### config.mk
export PLATFORM = sky130hd
export DESIGN_NAME = cp_load_responder
export DESIGN_NICKNAME = d
export VERILOG_FILES = /design/src/rtl/cpl_pkg.sv /design/src/rtl/cpl_decode.sv /design/src/rtl/cpl_ctrl.sv /design/src/rtl/cpl_bank.sv /design/src/rtl/cp_load_responder.sv
export SDC_FILE = /design/constraint.sdc
export NUM_CORES = 1
export LEC_CHECK = 0
export BUFFER_PORTS_ARGS = -buffer_cell sky130_fd_sc_hd__buf_2
export CORE_MARGIN = 3
export CORE_UTILIZATION = 35
export CTS_BUF_LIST = sky130_fd_sc_hd__clkbuf_4
export DETAILED_ROUTE_END_ITERATION = 8
export PLACE_DENSITY = 0.5
export SYNTH_ARGS = -nofsm -noshare
export SYNTH_HDL_FRONTEND = slang
export SYNTH_SLANG_ARGS = --single-unit
### constraint.sdc
create_clock -name clk -period 4.33 [get_ports clk]
set_input_delay 0.2165 -clock clk [delete_from_list [all_inputs] [get_ports clk]]
set_output_delay 0.2165 -clock clk [all_outputs]
set_load 0.005 [all_outputs]
### src/rtl/cpl_pkg.sv
`timescale 1ns/1ps
package cpl_pkg;
   typedef enum logic [1:0] {
      CPL_IDLE = 2'd0,
      CPL_WAIT = 2'd1,
      CPL_XFER = 2'd2
   } cpl_state_e;
endpackage

### src/rtl/cpl_decode.sv
`timescale 1ns/1ps
module cpl_decode #(
   parameter int OP_W      = 12,
   parameter int LEN_LSB   = 0,
   parameter int LEN_W     = 4,
   parameter int CPNUM_LSB = 4,
   parameter int CPNUM_W   = 4,
   parameter int CP_ID     = 5,
   parameter int IDX_LSB   = 8,
   parameter int IDX_W     = 4
) (
   input  logic [OP_W-1:0]  op_fields,
   output logic             cp_hit,
   output logic [IDX_W-1:0] base_idx,
   output logic [LEN_W-1:0] len_m1
);
   if (LEN_LSB + LEN_W > OP_W) begin : g_bad_len
      $error("length field exceeds opcode width");
   end
   if (CPNUM_LSB + CPNUM_W > OP_W) begin : g_bad_cp
      $error("coprocessor number field exceeds opcode width");
   end
   if (IDX_LSB + IDX_W > OP_W) begin : g_bad_idx
      $error("index field exceeds opcode width");
   end
   if (CP_ID >= (1 << CPNUM_W)) begin : g_bad_id
      $error("coprocessor ID does not fit its field");
   end

   assign cp_hit   = (op_fields[CPNUM_LSB +: CPNUM_W] == CPNUM_W'(CP_ID));
   assign base_idx = op_fields[IDX_LSB +: IDX_W];
   assign len_m1   = op_fields[LEN_LSB +: LEN_W];
endmodule

### src/rtl/cpl_ctrl.sv
`timescale 1ns/1ps
module cpl_ctrl
   import cpl_pkg::*;
#(
   parameter int IDX_W = 4,
   parameter int LEN_W = 4
) (
   input  logic             clk,
   input  logic             rst_n,
   input  logic             issue_n,
   input  logic             reg_ready,
   input  logic             cp_hit,
   input  logic [IDX_W-1:0] base_in,
   input  logic [LEN_W-1:0] len_m1_in,
   output logic             absent,
   output logic             busy,
   output logic             we,
   output logic [IDX_W-1:0] widx,
   output cpl_state_e       st,
   output logic             at_last
);
   cpl_state_e       st_q, st_d;
   logic [LEN_W-1:0] cnt_q, len_q;
   logic [IDX_W-1:0] base_q;
   logic             accept;

   assign st      = st_q;
   assign at_last = (cnt_q == len_q);
   assign widx    = base_q + IDX_W'(cnt_q);
   assign accept  = (st_q == CPL_IDLE) && !issue_n && cp_hit;

   always_comb begin
      absent = 1'b1;
      busy   = 1'b1;
      we     = 1'b0;
      st_d   = st_q;
      unique case (st_q)
         CPL_IDLE: begin
            if (accept) begin
               absent = 1'b0;
               busy   = !reg_ready;
               st_d   = reg_ready ? CPL_XFER : CPL_WAIT;
            end
         end
         CPL_WAIT: begin
            if (issue_n) begin
               st_d = CPL_IDLE;
            end else begin
               absent = 1'b0;
               busy   = !reg_ready;
               if (reg_ready) st_d = CPL_XFER;
            end
         end
         CPL_XFER: begin
            if (issue_n) begin
               we     = 1'b1;
               absent = at_last;
               busy   = at_last;
               if (at_last) st_d = CPL_IDLE;
            end else begin
               absent = 1'b0;
               busy   = 1'b0;
            end
         end
         default: st_d = CPL_IDLE;
      endcase
   end

   always_ff @(posedge clk or negedge rst_n) begin
      if (!rst_n) begin
         st_q   <= CPL_IDLE;
         cnt_q  <= '0;
         len_q  <= '0;
         base_q <= '0;
      end else begin
         st_q <= st_d;
         if (accept) begin
            base_q <= base_in;
            len_q  <= len_m1_in;
            cnt_q  <= '0;
         end else if (we) begin
            cnt_q <= cnt_q + LEN_W'(1);
         end
      end
   end
endmodule

### src/rtl/cpl_bank.sv
`timescale 1ns/1ps
module cpl_bank #(
   parameter int DATA_W = 32,
   parameter int NREG   = 16,
   parameter int IDX_W  = 4,
   parameter bit RD_REG = 1'b0
) (
   input  logic              clk,
   input  logic              rst_n,
   input  logic              we,
   input  logic [IDX_W-1:0]  widx,
   input  logic [DATA_W-1:0] wdata,
   input  logic [IDX_W-1:0]  rd_idx,
   output logic [DATA_W-1:0] rd_data
);
   logic [DATA_W-1:0] mem [NREG];

   always_ff @(posedge clk or negedge rst_n) begin
      if (!rst_n) begin
         for (int i = 0; i < NREG; i++) mem[i] <= '0;
      end else if (we) begin
         mem[widx] <= wdata;
      end
   end

   if (RD_REG) begin : g_rd_flop
      always_ff @(posedge clk or negedge rst_n) begin
         if (!rst_n) rd_data <= '0;
         else        rd_data <= mem[rd_idx];
      end
   end else begin : g_rd_comb
      assign rd_data = mem[rd_idx];
   end
endmodule

### src/rtl/cp_load_responder.sv
`timescale 1ns/1ps
module cp_load_responder
   import cpl_pkg::*;
#(
   parameter int DATA_W    = 32,
   parameter int NREG      = 16,
   parameter int LEN_W     = 4,
   parameter int CPNUM_W   = 4,
   parameter int CP_ID     = 5,
   parameter int LEN_LSB   = 0,
   parameter int CPNUM_LSB = LEN_LSB + LEN_W,
   parameter int IDX_LSB   = CPNUM_LSB + CPNUM_W,
   parameter bit RD_REG    = 1'b0,
   localparam int IDX_W    = $clog2(NREG),
   localparam int OP_W     = IDX_LSB + IDX_W
) (
   input  logic              clk,
   input  logic              rst_n,
   input  logic              issue_n,
   input  logic [OP_W-1:0]   op_fields,
   input  logic              reg_ready,
   input  logic [DATA_W-1:0] wdata,
   output logic              absent,
   output logic              busy,
   input  logic [IDX_W-1:0]  rd_idx,
   output logic [DATA_W-1:0] rd_data
);
   if ((1 << IDX_W) != NREG || NREG < 2) begin : g_bad_nreg
      $error("NREG must be a power of two of at least 2");
   end
   if (LEN_W < 1 || DATA_W < 1) begin : g_bad_w
      $error("widths must be positive");
   end

   logic             cp_hit;
   logic [IDX_W-1:0] base_idx;
   logic [LEN_W-1:0] len_m1;
   logic             bank_we;
   logic [IDX_W-1:0] bank_widx;
   cpl_state_e       st;
   logic             at_last;

   cpl_decode #(
      .OP_W(OP_W), .LEN_LSB(LEN_LSB), .LEN_W(LEN_W),
      .CPNUM_LSB(CPNUM_LSB), .CPNUM_W(CPNUM_W), .CP_ID(CP_ID),
      .IDX_LSB(IDX_LSB), .IDX_W(IDX_W)
   ) u_dec (
      .op_fields(op_fields), .cp_hit(cp_hit),
      .base_idx(base_idx), .len_m1(len_m1)
   );

   cpl_ctrl #(.IDX_W(IDX_W), .LEN_W(LEN_W)) u_ctrl (
      .clk(clk), .rst_n(rst_n), .issue_n(issue_n), .reg_ready(reg_ready),
      .cp_hit(cp_hit), .base_in(base_idx), .len_m1_in(len_m1),
      .absent(absent), .busy(busy), .we(bank_we), .widx(bank_widx),
      .st(st), .at_last(at_last)
   );

   cpl_bank #(.DATA_W(DATA_W), .NREG(NREG), .IDX_W(IDX_W), .RD_REG(RD_REG)) u_bank (
      .clk(clk), .rst_n(rst_n), .we(bank_we), .widx(bank_widx),
      .wdata(wdata), .rd_idx(rd_idx), .rd_data(rd_data)
   );
endmodule

==> out/results.ini <==
[run_status]
status = finished clean

[worst_hold_path]
holdPathStages = 4
min-delay-start = issue_n
holdPathEnd = u_ctrl.cnt_q[1]$_DFFE_PN0P_
hold_path_class = input port to flop

[final_layout]
multi_input_area_um2 = 10200
seqCellArea_um2 = 13200
synthToLayoutAreaGrowth_pct = 17.1
drive_gt1_share_pct = 54.7
nFillCells = 6175
final_nets = 1748

[timing]
min_period_over_period_pct = 85.3
tns_ps = 0
worst_slack_ps = 636
fin_worst_skew_ps = 40.7
tightestPinTransition_ps = 1090
relSlewSlack_pct = 27.6
max_freq_ghz = 0.271
holdWs_ps = 251
rsz0062_at_grt = false
period_needed_ps = 3690
drv_slew = 0
hold_viol_final = 0
setup_violations = 0

[yosys]
yosysTopAreaCell = dfrtp_1
synth_top_flop_cell = dfrtp_1
synth_edf_count = 0
avgSynthCellArea_um2 = 16.2
syn_area_um2 = 23900
synth_warnings = 0
yosys-top-cells-area = dfrtp_1, mux2_2, mux4_2, mux2_1, a22oi_1
netlist_instances = 1480
syn-num-nets = 1537
seq_area_frac_synth_pct = 55.1
ys_async_sr_fraction_pct = 100
ys_types = 42
ys_ff_latch = 526
synth_top_area_share_pct = 55.1

[power]
p_leak_nw = 13.6
clkPwrFrac_pct = 32.2
ir_drop_mv = 0.226
switchingPower_mw = 3.99
combPwrFrac_pct = 21.4
power.share.sequential_pct = 46.4
power.density_nw_per_um2 = 535
internal_power_mw = 11.0
finalPower_mw = 15.0
switching_share_pct = 26.6

[critical_path]
path_delay_family = simple AND/OR/NAND/NOR gates
r2r_slack_ps = 640
r2r-start = u_ctrl.cnt_q[0]$_DFFE_PN0P_
cpPeakStageDelay_ps = 820
crit_buf_inv = 1
crit_required_ps = 5110
crit_path_start = u_ctrl.cnt_q[0]$_DFFE_PN0P_
path_max_fanout = 23
critical_path_class = flop to flop
cp-start-kind = flop
slowest_stage = nor4_4
reg2reg_depth = 7
r2r_end = u_bank.mem[305]$_DFFE_PN0P_
end_kind = flop
cp.arrival_ps = 4480
cp_cell_sequence = ha_1, fa_1, xor2_1, or2b_1, nor4_4, buf_4, mux2_2

[cts]
clock_sinks = 526
cts_tree = yes
clk_latency_ps = 930
post_cts_buffers = 0
root_buffer = clkbuf_4
h-tree-depth = 4
cts_buffers = 148
clockBufferDepth = 3
cts.reportedPaths.clkPinSlew_ps = 70

[global_route]
grtUsageTotal_pct = 17.3
grt_pass1_wl_um = 93300
grt_pass1_vias = 15400
grt_max_degree = 117
antenna_found_initial = 2
grt_overflow_total = 0

[floorplanning]
die_h_um = 267
io_pins = 86
coreArea_um2 = 67400
start_util_pct = 35.5
dieArea_um2 = 71500
rows = 95
die_w_um = 267

[drt]
routed_wl_um = 59400
vias = 13900
initialDrtViolationCount = 717
drt-pass1-iter-count = 5
ant_nets = 0
drcViolationCount = 0
viasPerCell = 5.20
wl_per_cell_um = 22.2

[placed_design]
place_congestion = 0.731
pre_cts_slack_ps = 665
hpwl_um = 34600
port-buffer-count = 85

[flow_run]
max_cap_violations = 0

cell type report:
| cell class | instances | area share [%] |
|---|---|---|
| Tap cell | 873 | 3.90 |
| Clock inverter | 28 | 0.957 |
| Timing Repair Buffer | 192 | 5.45 |
| Antenna cell | 2 | 0.0179 |
| Clock buffer | 228 | 6.12 |
| Inverter | 1 | 0.0134 |
| Sequential cell | 526 | 47.0 |
| Multi-Input combinational cell | 822 | 36.5 |
sequential cells by signal, summed over array words and instances, names as in the netlist:
register,count
u_ctrl.st,2
u_ctrl.len_q,4
u_ctrl.base_q,4
u_bank.mem,512
u_ctrl.cnt_q,4
what timing repair did:
action / in CTS / in global routing
gates resized for setup: 0 / 0
hold endpoints to repair: 1052 / 0
hold buffers: 66 / 0
setup endpoints to repair: 0 / 0
power groups by stage:
stage	combinational [mW]	sequential [mW]	clock, mW
2_1_floorplan	2.42	6.79	0
3_3_place_gp	3.09	6.97	0
3_5_place_dp	3.17	7.03	0
4_1_cts	3.26	6.94	5.03
5_1_grt	3.50	7.11	5.30
6_report	3.20	6.94	4.82
synth_stat cells, types with 2 or more instances:
| library cell | number |
|---|---|
| a21oi_1 | 7 |
| a22oi_1 | 64 |
| and2_1 | 4 |
| and3_1 | 3 |
| buf_1 | 13 |
| buf_2 | 47 |
| buf_6 | 9 |
| clkbuf_1 | 62 |
| dfrtp_1 | 526 |
| ha_1 | 4 |
| mux2_1 | 53 |
| mux2_2 | 437 |
| mux2_4 | 30 |
| mux4_2 | 128 |
| nand2_1 | 35 |
| nand3_1 | 2 |
| nor2_1 | 8 |
| nor2b_1 | 3 |
| nor4_2 | 4 |
| nor4_4 | 6 |
| o211ai_2 | 4 |
| o21ai_0 | 4 |
| xnor2_1 | 6 |
| xor2_1 | 3 |
logic make-up (layout without fill, tap and decap cells):
family / Yosys count / in the layout / synth area share (%)
AO/OA/AOI/OAI: 82 / 82 / 2.55
XOR/XNOR: 9 / 9 / 0.330
adder cells (fa/ha/maj): 5 / 5 / 0.293
buffers and inverters: 132 / 449 / 2.60
multiplexers: 648 / 648 / 37.0
AND/OR/NAND/NOR: 78 / 78 / 2.15
flip-flops: 526 / 526 / 55.1
other: 0 / 2 / 0
routing by layer:
metal	share of wire [%]	global-route usage, %	vias up
met2	49	27.7	256
met5	0	0	-
met1	46	23.2	7499
li1	-	-	6070
met3	4.1	4.00	76
met4	1.6	6.02	0
per-stage QoR:
stage | utilization (%) | std cells | instance area [µm²]
3_5_place_dp | 37.6 | 2348 | 25300
3_3_place_gp | 37.6 | 2348 | 25300
6_report | 41.5 | 2672 | 28000
4_1_cts | 41.5 | 2670 | 28000
5_1_grt | 41.5 | 2672 | 28000
2_1_floorplan | - | 1480 | 23900
cells in the final DEF, fill, tap and decap left out, drive strengths merged, types with 7 or more instances in the layout:
| master | n |
|---|---|
| a22oi | 64 |
| nor2 | 8 |
| dfrtp | 526 |
| a21oi | 7 |
| nor4 | 10 |
| nand2 | 36 |
| clkinv | 20 |
| buf | 127 |
| mux4 | 128 |
| clkbuf | 228 |
| mux2 | 520 |
| dlygate4sd3 | 65 |
worst max path at each step:
| stage | to | slack (ps) | cells after the start |
|---|---|---|---|
| floorplan | u_bank.mem[100]$_DFFE_PN0P_ | 1520 | 8 |
| global placement | u_bank.mem[310]$_DFFE_PN0P_ | 630 | 7 |
| detailed placement | u_bank.mem[309]$_DFFE_PN0P_ | 670 | 7 |
| CTS | u_bank.mem[273]$_DFFE_PN0P_ | 630 | 7 |
| global route | u_bank.mem[273]$_DFFE_PN0P_ | 410 | 7 |
| finish | u_bank.mem[305]$_DFFE_PN0P_ | 640 | 7 |
worst reg2reg max path: stages (launching register included):
cell     delay, ps
dfrtp_1        470
ha_1           250
fa_1           420
xor2_1         230
or2b_1         370
nor4_4         820
buf_4          590
mux2_2         410
Power figures use the tool's default switching activity.
